<file path="src/rtl/shift_switch_pkg.sv">
package shift_switch_pkg;

    localparam int unsigned ROT_W_DEF = 4;
    localparam int unsigned WIN_N_DEF = 4;

    typedef struct packed {
        logic [ROT_W_DEF-1:0] rot;
        logic                 rot_bad;
        logic [WIN_N_DEF-1:0] win;
        logic                 win_bad;
    } shift_out_t;

endpackage

</file>
<file path="src/rtl/sel_guard.sv">
module sel_guard #(
    parameter int unsigned SEL_W = 4
) (
    input  logic [SEL_W-1:0] sel,
    output logic             legal
);
    localparam int unsigned CNT_W = $clog2(SEL_W + 1);

    logic [CNT_W-1:0] ones_d;

    always_comb begin
        ones_d = '0;
        for (int unsigned k = 0; k < SEL_W; k++) begin
            ones_d = ones_d + CNT_W'(sel[k]);
        end
        legal = (ones_d == CNT_W'(1));
    end
endmodule

</file>
<file path="src/rtl/rotl_array.sv">
module rotl_array #(
    parameter int unsigned W = 4
) (
    input  logic [W-1:0] din,
    input  logic [W-1:0] sel,
    input  logic         en,
    output logic [W-1:0] dout
);
    genvar i, k;
    generate
        for (i = 0; i < W; i++) begin : g_out
            logic [W-1:0] taps;
            for (k = 0; k < W; k++) begin : g_tap
                localparam int unsigned SRC = (i + W - k) % W;
                assign taps[k] = sel[k] & din[SRC];
            end
            assign dout[i] = en & (|taps);
        end
    endgenerate
endmodule

</file>
<file path="src/rtl/window_array.sv">
module window_array #(
    parameter int unsigned N = 4
) (
    input  logic [2*N-1:0] din,
    input  logic [N-1:0]   sel,
    input  logic           en,
    output logic [N-1:0]   dout
);
    genvar i, k;
    generate
        for (i = 0; i < N; i++) begin : g_out
            logic [N-1:0] taps;
            for (k = 0; k < N; k++) begin : g_tap
                assign taps[k] = sel[k] & din[i+k];
            end
            assign dout[i] = en & (|taps);
        end
    endgenerate
endmodule

</file>
<file path="src/rtl/shift_switch_top.sv">
module shift_switch_top
    import shift_switch_pkg::*;
(
    input  logic [ROT_W_DEF-1:0]   rot_in,
    input  logic [ROT_W_DEF-1:0]   rot_sel,
    output logic [ROT_W_DEF-1:0]   rot_out,
    output logic                   rot_bad,
    input  logic [2*WIN_N_DEF-1:0] win_in,
    input  logic [WIN_N_DEF-1:0]   win_sel,
    output logic [WIN_N_DEF-1:0]   win_out,
    output logic                   win_bad
);
    logic rot_ok, win_ok;
    logic [ROT_W_DEF-1:0] rot_raw;
    logic [WIN_N_DEF-1:0] win_raw;
    shift_out_t res_d;

    sel_guard #(.SEL_W(ROT_W_DEF)) u_rot_guard (.sel(rot_sel), .legal(rot_ok));
    sel_guard #(.SEL_W(WIN_N_DEF)) u_win_guard (.sel(win_sel), .legal(win_ok));

    rotl_array #(.W(ROT_W_DEF)) u_rot (
        .din(rot_in), .sel(rot_sel), .en(rot_ok), .dout(rot_raw)
    );

    window_array #(.N(WIN_N_DEF)) u_win (
        .din(win_in), .sel(win_sel), .en(win_ok), .dout(win_raw)
    );

    always_comb begin
        res_d.rot     = rot_raw;
        res_d.rot_bad = ~rot_ok;
        res_d.win     = win_raw;
        res_d.win_bad = ~win_ok;
    end

    assign rot_out = res_d.rot;
    assign rot_bad = res_d.rot_bad;
    assign win_out = res_d.win;
    assign win_bad = res_d.win_bad;
endmodule

</file>
<file path="config.mk">
export PLATFORM = sky130hd
export DESIGN_NAME = shift_switch_top
export DESIGN_NICKNAME = d
export VERILOG_FILES = /design/src/rtl/shift_switch_pkg.sv /design/src/rtl/sel_guard.sv /design/src/rtl/rotl_array.sv /design/src/rtl/window_array.sv /design/src/rtl/shift_switch_top.sv
export SDC_FILE = /design/constraint.sdc
export NUM_CORES = 1
export LEC_CHECK = 0
export ABC_AREA = 1
export BUFFER_PORTS_ARGS = -buffer_cell sky130_fd_sc_hd__buf_2
export CORE_AREA = 5 5 42 44
export DETAILED_ROUTE_END_ITERATION = 8
export DIE_AREA = 0 0 47 49
export PLACE_DENSITY_LB_ADDON = 0.05
export SLEW_MARGIN = 20
export SYNTH_ARGS = -nofsm -noshare
export SYNTH_HDL_FRONTEND = slang
export SYNTH_HIERARCHICAL = 1
export SYNTH_SLANG_ARGS = --single-unit
</file>
<file path="constraint.sdc">
create_clock -name vclk -period 4.22
set_clock_uncertainty 0.1 [all_clocks]
set_input_delay 0.422 -clock vclk [all_inputs]
set_output_delay 0.422 -clock vclk [all_outputs]
set_load 0.01 [all_outputs]
</file>
==> After elaboration in Yosys (flattened, before gate mapping) <==
Index checks and enable logic that the tools add are counted.
W data, S select, Z words.
{ "op_classes": {"add_sub_neg": 6, "multipliers": 0, "div": 0, "order_cmp": 0, "n_eq_ne": 2, "n_shift": 0, "muxes": 0, "bitwise": 42, "n_reduce_logical": 8} }
{ "op_table": {"columns": ["operator", "count"], "rows": [
  ["$and A1 B1 Y1", 40],
  ["$reduce_or A4 Y1", 8],
  ["$add A3 B1 Y3", 4],
  ["$eq A3 B1 Y1 const B", 2],
  ["$add A1 B1 Y2", 2],
  ["$not A1 Y1", 2]
]} }
{ "totals": {"reg_bits": 0, "latchBits": 0, "ram_bits": 0, "romBits": 0, "input_bits": 20, "output_inout_bits": 10, "word_cells": 58, "memories": 0} }

==> Depth between registers and ports, before layout <==
Gate-level depths: netlist (run 1).
{ "logic_depth": {"ltp_word": 5, "mapped_depth": 10, "ltp_nobuf": 10} }

==> By module <==
The synthesis (run 1) kept the hierarchy.
{ "by_module_without_submodules": {"columns": ["mod", "n_inst", "cells_per_inst", "area_each_um2", "seq_area_each_um2"], "rows": [
  ["sel_guard", 2, 11, 77.6, 0.0],
  ["rotl_array", 1, 33, 123.9, 0.0],
  ["window_array", 1, 33, 123.9, 0.0],
  ["shift_switch_top", 1, 2, 7.5, 0.0]
]} }

==> Least setup slack after synthesis (run 1) <==
No wires, ideal clock.
{ "synth_path": {"path_type": "input to output", "start": "input port rot_sel[0]", "end": "output port rot_out[0]", "arrival_ps": 1870, "required_ps": 3698, "setup_slack_ps": 1828, "path_stages": 10, "n_path_buf": 0, "cell_sequence": "inv_1 fa_1 inv_1 ha_1 ha_1 inv_1 nand2_1 nor2_2 inv_1 nor2_1"} }
{ "synth_between": {"elab_chain_len": 5, "elab_cells_between_ends": 7, "cone_classes": "3 x add/sub; 1 x eq/ne; 2 x bitwise; 1 x reduce/logical"} }
{ "synth_lines": {"columns": ["item", "line", "rtl"], "rows": [
  ["from (decl)", "shift_switch_top.sv:5", "input logic [ROT_W_DEF-1:0] rot_sel,"],
  ["$add A1 B1 Y2", "sel_guard.sv:14", "ones_d = ones_d + CNT_W'(sel[k]);"],
  ["$add A3 B1 Y3 (2 in series)", "sel_guard.sv:14", null],
  ["$eq A3 B1 Y1", "sel_guard.sv:16", "legal = (ones_d == CNT_W'(1));"],
  ["named net rot_ok", "shift_switch_top.sv:13", "logic rot_ok, win_ok;"],
  ["$and A1 B1 Y1", "rotl_array.sv:17", "assign dout[i] = en & (|taps);"],
  ["to (decl)", "shift_switch_top.sv:6", "output logic [ROT_W_DEF-1:0] rot_out,"]
]} }
The timed path passes the listed nets, and every way through them passes these cells.

==> Worst setup path in the final report (run 1) <==
{ "layout_path": {"start": "input port rot_sel[0]", "end": "output port rot_out[1]"} }
Same word-level chain as after synthesis.

==> results.env, run 1 <==
PLACEMENT_ROWS=14
GRT.MET2_USAGE_PCT=18.10
ANTENNA_VIOLATING_NETS_POST_ROUTE=0
GATE_COUNT_POST_SYNTH=90
NUMPORTBUFFERS=29
WORSTPATHARRIVAL_NS=2.15
YOSYS.AREA_SHARE.XOR_XNOR_PCT=0
ANTENNA_CELLS_INSERTED=0
GRT_PASS1_VIAS=482
SYNTH_TOP_CELL_AREA_SHARE_PCT=45.73
SLEW_VIOL_FINAL=0
SYNTH_AREA_LEADER_CELL='sky130_fd_sc_hd__nand2_1'
SYNTH-SEQ-AREA-SHARE_PCT=0
TRACK_USAGE_PCT=9.641
LARGEST_NET_DEGREE_AT_THE_START_OF_GLOBAL_ROUTING=6
AVGROUTEDWIREPERCELL_MICRONS=8.481
POSTPLACECELLAREA_SQ_UM=575.6
TIMING.SETUP.TNS_NS=0
POWER_DENSITY_nW_PER_UM2=141.9
SYNTH_AREA_PER_CELL_SQ_UM=4.560
RUN_STATUS='finished, final reports clean'
TIMING.HOLD.WORST.CLASS='in2out'
DIE_AREA_SQ_UM=2303
NETS=147
SYNTHADDERAREAFRAC_PCT=21.95
CTSHOLDBUFFERS=0
CTS_RESIZED=0
LEAKAGEPOWER_nW=0.4242
MIN_PERIOD_NS=2.667
FP.DIEH_MICRONS=49
POST-PLACE-WS_NS=1.525
IR_DROP_mV=0.05708
TOP_LEVEL_I_O_COUNT=30
NUM-FILL-CELLS=185
GLOBALROUTE.BUSIESTLAYER='met2'
SHARE_OF_SYNTHESIZED_AREA_SPENT_ON_MULTIPLEXERS_PCT=0
HOLD_PATH.STARTPOINT='win_in[0]'
WORST_HOLD_PATH.NUM_CELLS=6
NUMBER_OF_MAXIMUM_CAPACITANCE_CONSTRAINT_VIOLATIONS=0
SEQUENTIAL_CELL_AREA_SQ_UM=0
ROUTED_WIRELENGTH_MM=1.145
CRITPATHLAUNCHTYPE='input pin'
DOMINANT_COMBINATIONAL_CELL_FAMILY_BY_AREA_AFTER_SYNTHESIS='simple AND/OR/NAND/NOR gates'
POST-CTS-SETUP-BUFFER-COUNT=0
GRT-OVFL-TOTAL=0
GRT_USE_MET1_PCT=12.28
WORST-SLEW-PIN-TRANSITION_NS=0.1391
DRC=0
PLACE.DETAILED.HPWL_MM=1.009
MET3_USAGE_PCT=0.3690
CRITPATHCAPTURETYPE='output pin'
CORE_REGION_AREA_SQ_UM=1401
YOSYS.AREA_SHARE.SIMPLE_PCT=63.41
FINAL-SETUP-VIOL-COUNT=0
SETUP_REPAIR_AFTER_GLOBAL_ROUTING_MISSED_ITS_MARGIN='false'
HOLDPATHEND='win_out[0]'
CRITICALPATHCATEGORY='in2out'
AREA_GROWTH_SYN_TO_LAYOUT_PCT=40.24
SYNTH.TOP_CELLS.BY_COUNT='sky130_fd_sc_hd__nand2_1, sky130_fd_sc_hd__inv_1, sky130_fd_sc_hd__nor2_1'
DRT_PASS1_ITERATIONS=4
SETUP_WS_NS=1.553
POSTSYNTHNETCOUNT=116
SYNTH.TOP_CELLS.BY_AREA='sky130_fd_sc_hd__nand2_1, sky130_fd_sc_hd__inv_1, sky130_fd_sc_hd__nor2_1, sky130_fd_sc_hd__ha_1, sky130_fd_sc_hd__fa_1'
NUM_VIAS=579
GRT_PASS1_WL_MM=1.842
DRIVE_GT1_SHARE_PCT=26.05
SYNTHESIS.AREA_SQ_UM=410.4
PLACE_CONGESTION=0.7954
CLOCKBUFFERCOUNT=0
N_SEQUENTIAL_CELL=0
ANTENNA_VIOLATIONS_BEFORE_REPAIR=0
CRITICAL_PATH_PEAK_FANOUT=5
DR.FIRST_ITER.DRC_COUNT=3
FINAL.PERIOD_UTILIZATION_PCT=63.20
DETAIL_ROUTE.VIAS_PER_CELL=4.289
SLEW_HEADROOM_PCT=90.71
START_UTIL_PCT=29.29
YS_TYPES=6
CHIPWIDTH_MICRONS=47
SYNTH_MOST_COMMON_CELL='sky130_fd_sc_hd__nand2_1'
FINALHOLDVIOLCOUNT=0
POST_SYNTHESIS_COMPOUND_GATE_AREA_FRACTION_PCT=0
YS.WARNINGS.COUNT=6
MAX_FREQ_GHz=0.3749
FINALINSTANCEAREA_SQ_UM=575.6
WORST_EP_REQUIRED_TIME_NS=3.70
## stage by stage
step | std cells | power (W) | hold slack, ns | util (%)
after floorplan | 90 | 0.00004776 | 0.9554 | -
after global placement | 135 | 0.00008256 | 1.137 | 41.07
after detailed placement | 135 | 0.00008349 | 1.139 | 41.07
after CTS | 135 | 0.00008387 | 1.145 | 41.07
after global routing | 135 | 0.00009473 | 1.180 | 41.07
final | 135 | 0.00008167 | 1.138 | 41.07
## report_power, final
part	switching [W]	internal [W]
Clock	0	0
Combinational	0.0000475	0.0000342
Sequential	0	0
## cell usage in the layout (no fill, tap or decap)
master                    instances
sky130_fd_sc_hd__nor2_2           2
sky130_fd_sc_hd__nor2_1          16
sky130_fd_sc_hd__inv_1           16
sky130_fd_sc_hd__buf_2           29
sky130_fd_sc_hd__nand2_1         50
sky130_fd_sc_hd__fa_1             2
sky130_fd_sc_hd__ha_1             4
## kinds of logic after synthesis
kind of cell | Yosys count
fa+ha+maj | 6
simple gates | 68
buf+inv | 16
## layout make-up
class	count	area [sq um]	area share [%]
repair buffers	29	145.1	25.22
multi-input cells	74	350.3	60.87
well taps	16	20.02	3.478
inverters	16	60.06	10.43
## worst max-delay path, cell delays in order
cell	delay, ns
sky130_fd_sc_hd__buf_2	0.13
sky130_fd_sc_hd__inv_1	0.07
sky130_fd_sc_hd__fa_1	0.53
sky130_fd_sc_hd__inv_1	0.04
sky130_fd_sc_hd__ha_1	0.17
sky130_fd_sc_hd__ha_1	0.26
sky130_fd_sc_hd__inv_1	0.05
sky130_fd_sc_hd__nand2_1	0.05
sky130_fd_sc_hd__nor2_2	0.09
sky130_fd_sc_hd__inv_1	0.09
sky130_fd_sc_hd__nor2_1	0.11
sky130_fd_sc_hd__buf_2	0.13
## worst max-delay path by stage
| stage | start | end | slack [ns] | depth (start not counted) |
|---|---|---|---|---|
| after floorplan | rot_sel[0] | rot_out[0] | 1.83 | 10 |
| after global placement | win_sel[0] | win_out[0] | 1.55 | 12 |
| after detailed placement | win_sel[0] | win_out[3] | 1.53 | 12 |
| after CTS | win_sel[0] | win_out[3] | 1.52 | 12 |
| after global routing | rot_sel[0] | rot_out[1] | 1.41 | 12 |
| final | rot_sel[0] | rot_out[1] | 1.55 | 12 |
## layer usage
layer,wire (microns),share of wire [%],vias up
li1,-,-,318
met1,514,45,240
met2,539,47,21
met3,91,7.9,0
met4,0,0,0
met5,0,0,-
Note: power is estimated with default switching activity, not from simulation.
==> run 2, diff against run 1 <==
--- a/config.mk
+++ b/config.mk
@@ -5,7 +5,7 @@
 export SDC_FILE = /design/constraint.sdc
 export NUM_CORES = 1
 export LEC_CHECK = 0
-export ABC_AREA = 1
+export ABC_AREA = 0
 export BUFFER_PORTS_ARGS = -buffer_cell sky130_fd_sc_hd__buf_2
 export CORE_AREA = 5 5 42 44
 export DETAILED_ROUTE_END_ITERATION = 8
==> constraint.sdc (replaced) <==
create_clock -name vclk -period 2.4
set_clock_uncertainty 0.1 [all_clocks]
set_input_delay 0.24 -clock vclk [all_inputs]
set_output_delay 0.24 -clock vclk [all_outputs]
set_load 0.01 [all_outputs]
==> run 2 against run 1 <==
Core utilization is 3.6 points higher; combinational power up 120%; count of clock-buffer cells in the layout stayed put; worst setup slack lost 1.5 ns; first-iteration DRC count grew to 4.0 times the previous value; worst hold slack got worse by 0.39 ns; critical path depth decreased by 3; non-clock buffer count grew 8; sequential share of layout area is the same; die area stayed put; final area is 8.7% higher; synthesized area is 17% lower; critical path type unchanged; highest routed layer unchanged.
==> results.env, run 2 <==
RUN_STATUS='finished, final reports clean'
MOST-COMMON-LAYOUT-CELLS='sky130_fd_sc_hd__buf_2, sky130_fd_sc_hd__a22oi_1, sky130_fd_sc_hd__inv_1'
FINALINSTANCEAREA_SQ_UM=625.6
DR.FIRST_ITER.DRC_COUNT=12
POST-CTS-SETUP-BUFFER-COUNT=0
ANTENNA_VIOLATING_NETS_POST_ROUTE=0
WORSTPATHARRIVAL_NS=1.97
SLEW_HEADROOM_PCT=84.11
CP.BUFFERS_INVERTERS=4
DRC=0
PLACE.DETAILED.HPWL_MICRONS=967.4
LARGEST_NET_DEGREE_AT_THE_START_OF_GLOBAL_ROUTING=6
POSTPLACECELLAREA_SQ_UM=565.5
GRT_PASS1_WL_MM=1.704
DRT_PASS1_ITERATIONS=2
DIE_AREA_SQ_UM=2303
CTSHOLDBUFFERS=0
SYNTH_AREA_PER_CELL_SQ_UM=7.735
POWER_DENSITY_nW_PER_UM2=291.8
PLACE_CONGESTION=0.7604
SLEW_VIOL_FINAL=0
SYNTH_TOP_CELL_AREA_SHARE_PCT=35.29
GATE_COUNT_POST_SYNTH=44
FINAL.PERIOD_UTILIZATION_PCT=96.19
WORST_EP_REQUIRED_TIME_NS=2.06
DETAIL_ROUTE.VIAS_PER_CELL=4.918
WORSTPATHCELLLIST='buf_2 > inv_1 > fa_1 > inv_1 > ha_1 > ha_4 > nor3b_4 > a21boi_2 > buf_2'
YS.WARNINGS.COUNT=6
SYNTH-SEQ-AREA-SHARE_PCT=0
CRITPATHCAPTURETYPE='output pin'
WORST-SLEW-PIN-TRANSITION_NS=0.2381
LAYOUT.CELLS.MOST_COMMON='sky130_fd_sc_hd__buf_2'
CHIPWIDTH_MICRONS=47
CRIT_PATH_MAX_INCR_DELAY_NS=0.53
CRITPATHLAUNCHTYPE='input pin'
GRT-OVFL-TOTAL=0
SETUP_WS_NS=0.09145
TOP_LEVEL_I_O_COUNT=30
CRITICAL-PATH-SLOWEST-CELL='sky130_fd_sc_hd__fa_1'
CRITICAL_PATH_PEAK_FANOUT=5
SYNTH.TOP_CELLS.BY_AREA='sky130_fd_sc_hd__a22oi_1, sky130_fd_sc_hd__a21boi_1, sky130_fd_sc_hd__ha_1, sky130_fd_sc_hd__inv_1, sky130_fd_sc_hd__fa_1'
FINAL-SETUP-VIOL-COUNT=0
NUMBER_OF_MAXIMUM_CAPACITANCE_CONSTRAINT_VIOLATIONS=0
FP.DIEH_MICRONS=49
WHS_NS=0.7502
NETS=109
SYNTHESIS.AREA_SQ_UM=340.3
AREA_GROWTH_SYN_TO_LAYOUT_PCT=83.82
CRIT_FAMILY='adder cells'
MAX_FREQ_GHz=0.4332
YS_TYPES=6
PLACEMENT_ROWS=14
ANTENNA_VIOLATIONS_BEFORE_REPAIR=0
TIMING.HOLD.WORST.CLASS='in2out'
SEQUENTIAL_CELL_AREA_SQ_UM=0
MIN_PERIOD_NS=2.309
NUM_VIAS=477
START_UTIL_PCT=24.29
IR_DROP_mV=0.09682
NUMPORTBUFFERS=29
CLOCKBUFFERCOUNT=0
SYNTH_MOST_COMMON_CELL='sky130_fd_sc_hd__a22oi_1'
GRT_PASS1_VIAS=413
N_SEQUENTIAL_CELL=0
SYNTH.TOP_CELLS.BY_COUNT='sky130_fd_sc_hd__a22oi_1, sky130_fd_sc_hd__inv_1, sky130_fd_sc_hd__a21boi_1'
SYNTH_AREA_LEADER_CELL='sky130_fd_sc_hd__a22oi_1'
POST-PLACE-WS_NS=-0.03551
DRIVE_GT1_SHARE_PCT=58.02
TRACK_USAGE_PCT=9.065
FIN_CELLS=97
NUMPLACEDINSTANCES=97
POSTSYNTHNETCOUNT=70
FINALHOLDVIOLCOUNT=0
ROUTED_WIRELENGTH_MM=1.143
CORE_REGION_AREA_SQ_UM=1401
ANTENNA_CELLS_INSERTED=0
AVGROUTEDWIREPERCELL_MICRONS=11.78
LEAKAGEPOWER_nW=0.3398
CRITICALPATHCATEGORY='in2out'
[run 2: cell types whose count changed after synthesis, sizes merged]
cell	delta
nor2	-18
inv	-4
a21boi	+8
nor3b	+2
a22oi	+16
nand2	-50
[run 2: repair_timing]
action	4_1_cts	5_1_grt
resized for setup	2	8
pin swaps	1	2
setup endpoints to repair	7	10
[run 2: power breakdown]
group	total, W	switching, W	internal, W
logic	0.000183	0.0000833	0.0000993
clock network	0	0	0
registers	0	0	0
total	0.000183	0.0000833	0.0000993
[run 2: worst paths after layout]
kind	start	slack, ns	depth (start not counted)	end
worst min-delay path	win_in[6]	0.75	4	win_out[3]
worst max-delay path	rot_sel[0]	0.09	9	rot_out[2]
[run 2: kinds of logic (layout without fill, tap and decap cells)]
family                     after synthesis  after routing  synth area share [%]
AOI/OAI and AO/OA                       24             24                 52.94
buffers and inverters                   12             49                 13.23
adders and majority gates                6              6                 26.47
and+or+nand+nor                          2              2                 7.352
[run 2: per-stage QoR]
stage               setup TNS (ns)  total power [W]  util (%)
floorplan                        0       0.00007681         -
global placement           -0.1155        0.0001551     40.36
detailed placement         -0.1015        0.0001552     40.36
CTS                              0        0.0001681     41.25
global route              -0.03865        0.0002026     44.64
finish                           0        0.0001826     44.64
[run 2: final cells by class]
class                      count  area, sq um
tap                           16        20.02
timing repair buffer          37        205.2
multi-input combinational     32        355.3
inverter                      12        45.04
fill                         152        775.7
[run 2: routing by layer]
| metal | GRT usage, % | routed length, microns |
|---|---|---|
| met1 | 14.41 | 487 |
| met2 | 14.03 | 604 |
| met3 | 0.3690 | 52 |
| met4 | 0 | 0 |
| met5 | 0 | 0 |
==> run 3, diff against run 2 <==
--- a/config.mk
+++ b/config.mk
@@ -14,5 +14,4 @@
 export SLEW_MARGIN = 20
 export SYNTH_ARGS = -nofsm -noshare
 export SYNTH_HDL_FRONTEND = slang
-export SYNTH_HIERARCHICAL = 1
 export SYNTH_SLANG_ARGS = --single-unit
==> run 3 against run 2 <==
Via count decreased by 13%; final area is 24% lower; combinational power is 30% lower; non-clock buffer count decreased by 4; routed wire length shrank 11%; worst setup slack got worse by 0.030 ns; worst hold slack better by 0.014 ns; count of clock-buffer cells in the layout unchanged; synthesized cell count fell by 23%; core utilization decreased by 11 points; global-route usage decreased by 1.1 points; final cell count shrank 16%.
==> results.env, run 3 <==
ANTENNA_VIOLATING_NETS_POST_ROUTE=0
AREA_GROWTH_SYN_TO_LAYOUT_PCT=71.17
PLACEMENT_ROWS=14
LAYOUT.CELLS.MOST_COMMON='sky130_fd_sc_hd__buf_2'
CRITICAL-PATH-SLOWEST-CELL='sky130_fd_sc_hd__or3b_4'
INTERNAL_POWER_COMPONENT_W=0.00006219
POWER_DENSITY_nW_PER_UM2=268.4
POST-CTS-SETUP-BUFFER-COUNT=0
SETUP_REPAIR_AFTER_GLOBAL_ROUTING_MISSED_ITS_MARGIN='true'
CRITPATHCAPTURETYPE='output pin'
WORST_EP_REQUIRED_TIME_NS=2.06
FP.DIEH_MICRONS=49
FINALINSTANCEAREA_SQ_UM=475.5
NUMBER_OF_MAXIMUM_CAPACITANCE_CONSTRAINT_VIOLATIONS=0
WORSTPATHARRIVAL_NS=2.00
NUM-FILL-CELLS=163
CRIT_PATH_MAX_INCR_DELAY_NS=0.41
CORE_REGION_AREA_SQ_UM=1401
SYNTH_AREA_LEADER_CELL='sky130_fd_sc_hd__a22oi_1'
FINAL.PERIOD_UTILIZATION_PCT=97.44
CHIPWIDTH_MICRONS=47
SYNTH_MOST_COMMON_CELL='sky130_fd_sc_hd__a22oi_1'
NUMPORTBUFFERS=29
DIE_AREA_SQ_UM=2303
LEAKAGEPOWER_nW=0.2514
SYNTH.TOP_CELLS.BY_AREA='sky130_fd_sc_hd__a22oi_1, sky130_fd_sc_hd__ha_1, sky130_fd_sc_hd__a21oi_1, sky130_fd_sc_hd__fa_1, sky130_fd_sc_hd__or3b_1'
SYNTHESIS.AREA_SQ_UM=277.8
SYNTH_TOP_CELL_AREA_SHARE_PCT=43.24
NUM_VIAS=417
DRC=0
SEQUENTIAL_CELL_AREA_SQ_UM=0
IR_DROP_mV=0.07366
POWER.SEQUENTIAL.FRACTION_PCT=0
WHS_NS=0.7641
DRIVE_GT1_SHARE_PCT=56.92
YS_TYPES=6
POSTSYNTHNETCOUNT=60
PWR-SHARE-CLK_PCT=0
HOLD_PATH.STARTPOINT='win_in[6]'
TOP_LEVEL_I_O_COUNT=30
CRITPATHLAUNCHTYPE='input pin'
PLACE.DETAILED.HPWL_MICRONS=875.4
SLEW_VIOL_FINAL=0
POWER.SHARE.COMBINATIONAL_PCT=100.0
YS.WARNINGS.COUNT=0
DR.FIRST_ITER.DRC_COUNT=6
GRT_PASS1_VIAS=377
WORSTPATHCELLLIST='buf_2 > ha_1 > fa_1 > ha_1 > or3b_4 > a21oi_1 > buf_2'
POWER.SWITCHING_FRACTION_PCT=51.27
FINALHOLDVIOLCOUNT=0
TRACK_USAGE_PCT=7.947
TIMING.HOLD.WORST.CLASS='in2out'
POSTPLACECELLAREA_SQ_UM=462.9
MIN_PERIOD_NS=2.338
WORST-SLEW-PIN-TRANSITION_NS=0.2082
PLACE_CONGESTION=0.7351
DRT_PASS1_ITERATIONS=2
CLOCKBUFFERCOUNT=0
FINAL_UTIL_PCT=33.93
CTSHOLDBUFFERS=0
SLEW_HEADROOM_PCT=86.12
START_UTIL_PCT=19.82
DETAIL_ROUTE.VIAS_PER_CELL=5.148
SYNTH.TOP_CELLS.BY_COUNT='sky130_fd_sc_hd__a22oi_1, sky130_fd_sc_hd__a21oi_1, sky130_fd_sc_hd__ha_1'
ANTENNA_CELLS_INSERTED=0
CRITICALPATHCATEGORY='in2out'
SYNTH_AREA_PER_CELL_SQ_UM=8.170
HOLDPATHEND='win_out[3]'
WORST_HOLD_PATH.NUM_CELLS=4
MAX_FREQ_GHz=0.4276
CRITICAL_PATH_PEAK_FANOUT=5
FINAL-SETUP-VIOL-COUNT=0
GRT-OVFL-TOTAL=0
DESIGN_POWER_TOTAL_W=0.0001276
RUN_STATUS='finished, final reports clean'
LARGEST_NET_DEGREE_AT_THE_START_OF_GLOBAL_ROUTING=6
SWITCH_PWR_W=0.00006544
ROUTED_WIRELENGTH_MM=1.013
NETS=93
GATE_COUNT_POST_SYNTH=34
MULTI_INPUT_AREA_SQ_UM=280.3
ANTENNA_VIOLATIONS_BEFORE_REPAIR=0
GRT_PASS1_WL_MM=1.504
SYNTH-SEQ-AREA-SHARE_PCT=0
AVGROUTEDWIREPERCELL_MICRONS=12.51
N_SEQUENTIAL_CELL=0
CTS_RESIZED=0
MOST-COMMON-LAYOUT-CELLS='sky130_fd_sc_hd__buf_2, sky130_fd_sc_hd__a22oi_1, sky130_fd_sc_hd__a21oi_1'
-- run 3: cells by family after synthesis --
group / share of synthesized area, %
adders and majority gates: 32.43
buffers and inverters: 3.604
AOI/OAI and AO/OA: 57.66
and+or+nand+nor: 6.307
-- run 3: stage by stage --
step	setup slack, ns	setup TNS (ns)	std cells
final	0.06154	0	81
after global routing	-0.01787	-0.03706	81
after CTS	0.0006646	0	81
after detailed placement	-0.001235	-0.001235	81
after global placement	-0.01263	-0.01916	81
after floorplan	0.1934	0	34
-- run 3: layer usage --
metal	routed length [microns]	track usage, %	vias to the layer above
met1	419	11.16	204
met2	582	13.80	4
met4	0	0.4608	0
met3	11	0	0
met5	0	0	-
li1	-	-	209
-- run 3: worst max path at each step --
stage                            end  slack, ns  cells past startpoint       start
after global routing      win_out[0]      -0.02                      7  win_sel[0]
final                     rot_out[2]       0.06                      7  rot_sel[0]
after CTS                 rot_out[3]     0.0007                      7  rot_sel[0]
after detailed placement  rot_out[3]     -0.001                      7  rot_sel[0]
after global placement    rot_out[2]      -0.01                      7  rot_sel[0]
after floorplan           rot_out[0]       0.19                      6  rot_sel[0]
-- run 3: critical path, delay by kind of cell --
family / cells / cell delay (ns)
compound gates: 1 / 0.14
fa+ha+maj: 3 / 0.96
buf+inv: 2 / 0.26
simple gates: 1 / 0.41
-- run 3: layout make-up --
class              instances  share of cell area [%]
repair buffers            33                   36.84
well taps                 16                   4.211
multi-input cells         32                   58.95
-- run 3: power groups by stage --
stage / clock (W) / combinational [W] / sequential [W]
after floorplan: 0 / 0.0000594 / 0
after global placement: 0 / 0.000122 / 0
after detailed placement: 0 / 0.000119 / 0
after CTS: 0 / 0.000119 / 0
after global routing: 0 / 0.000144 / 0
final: 0 / 0.000128 / 0
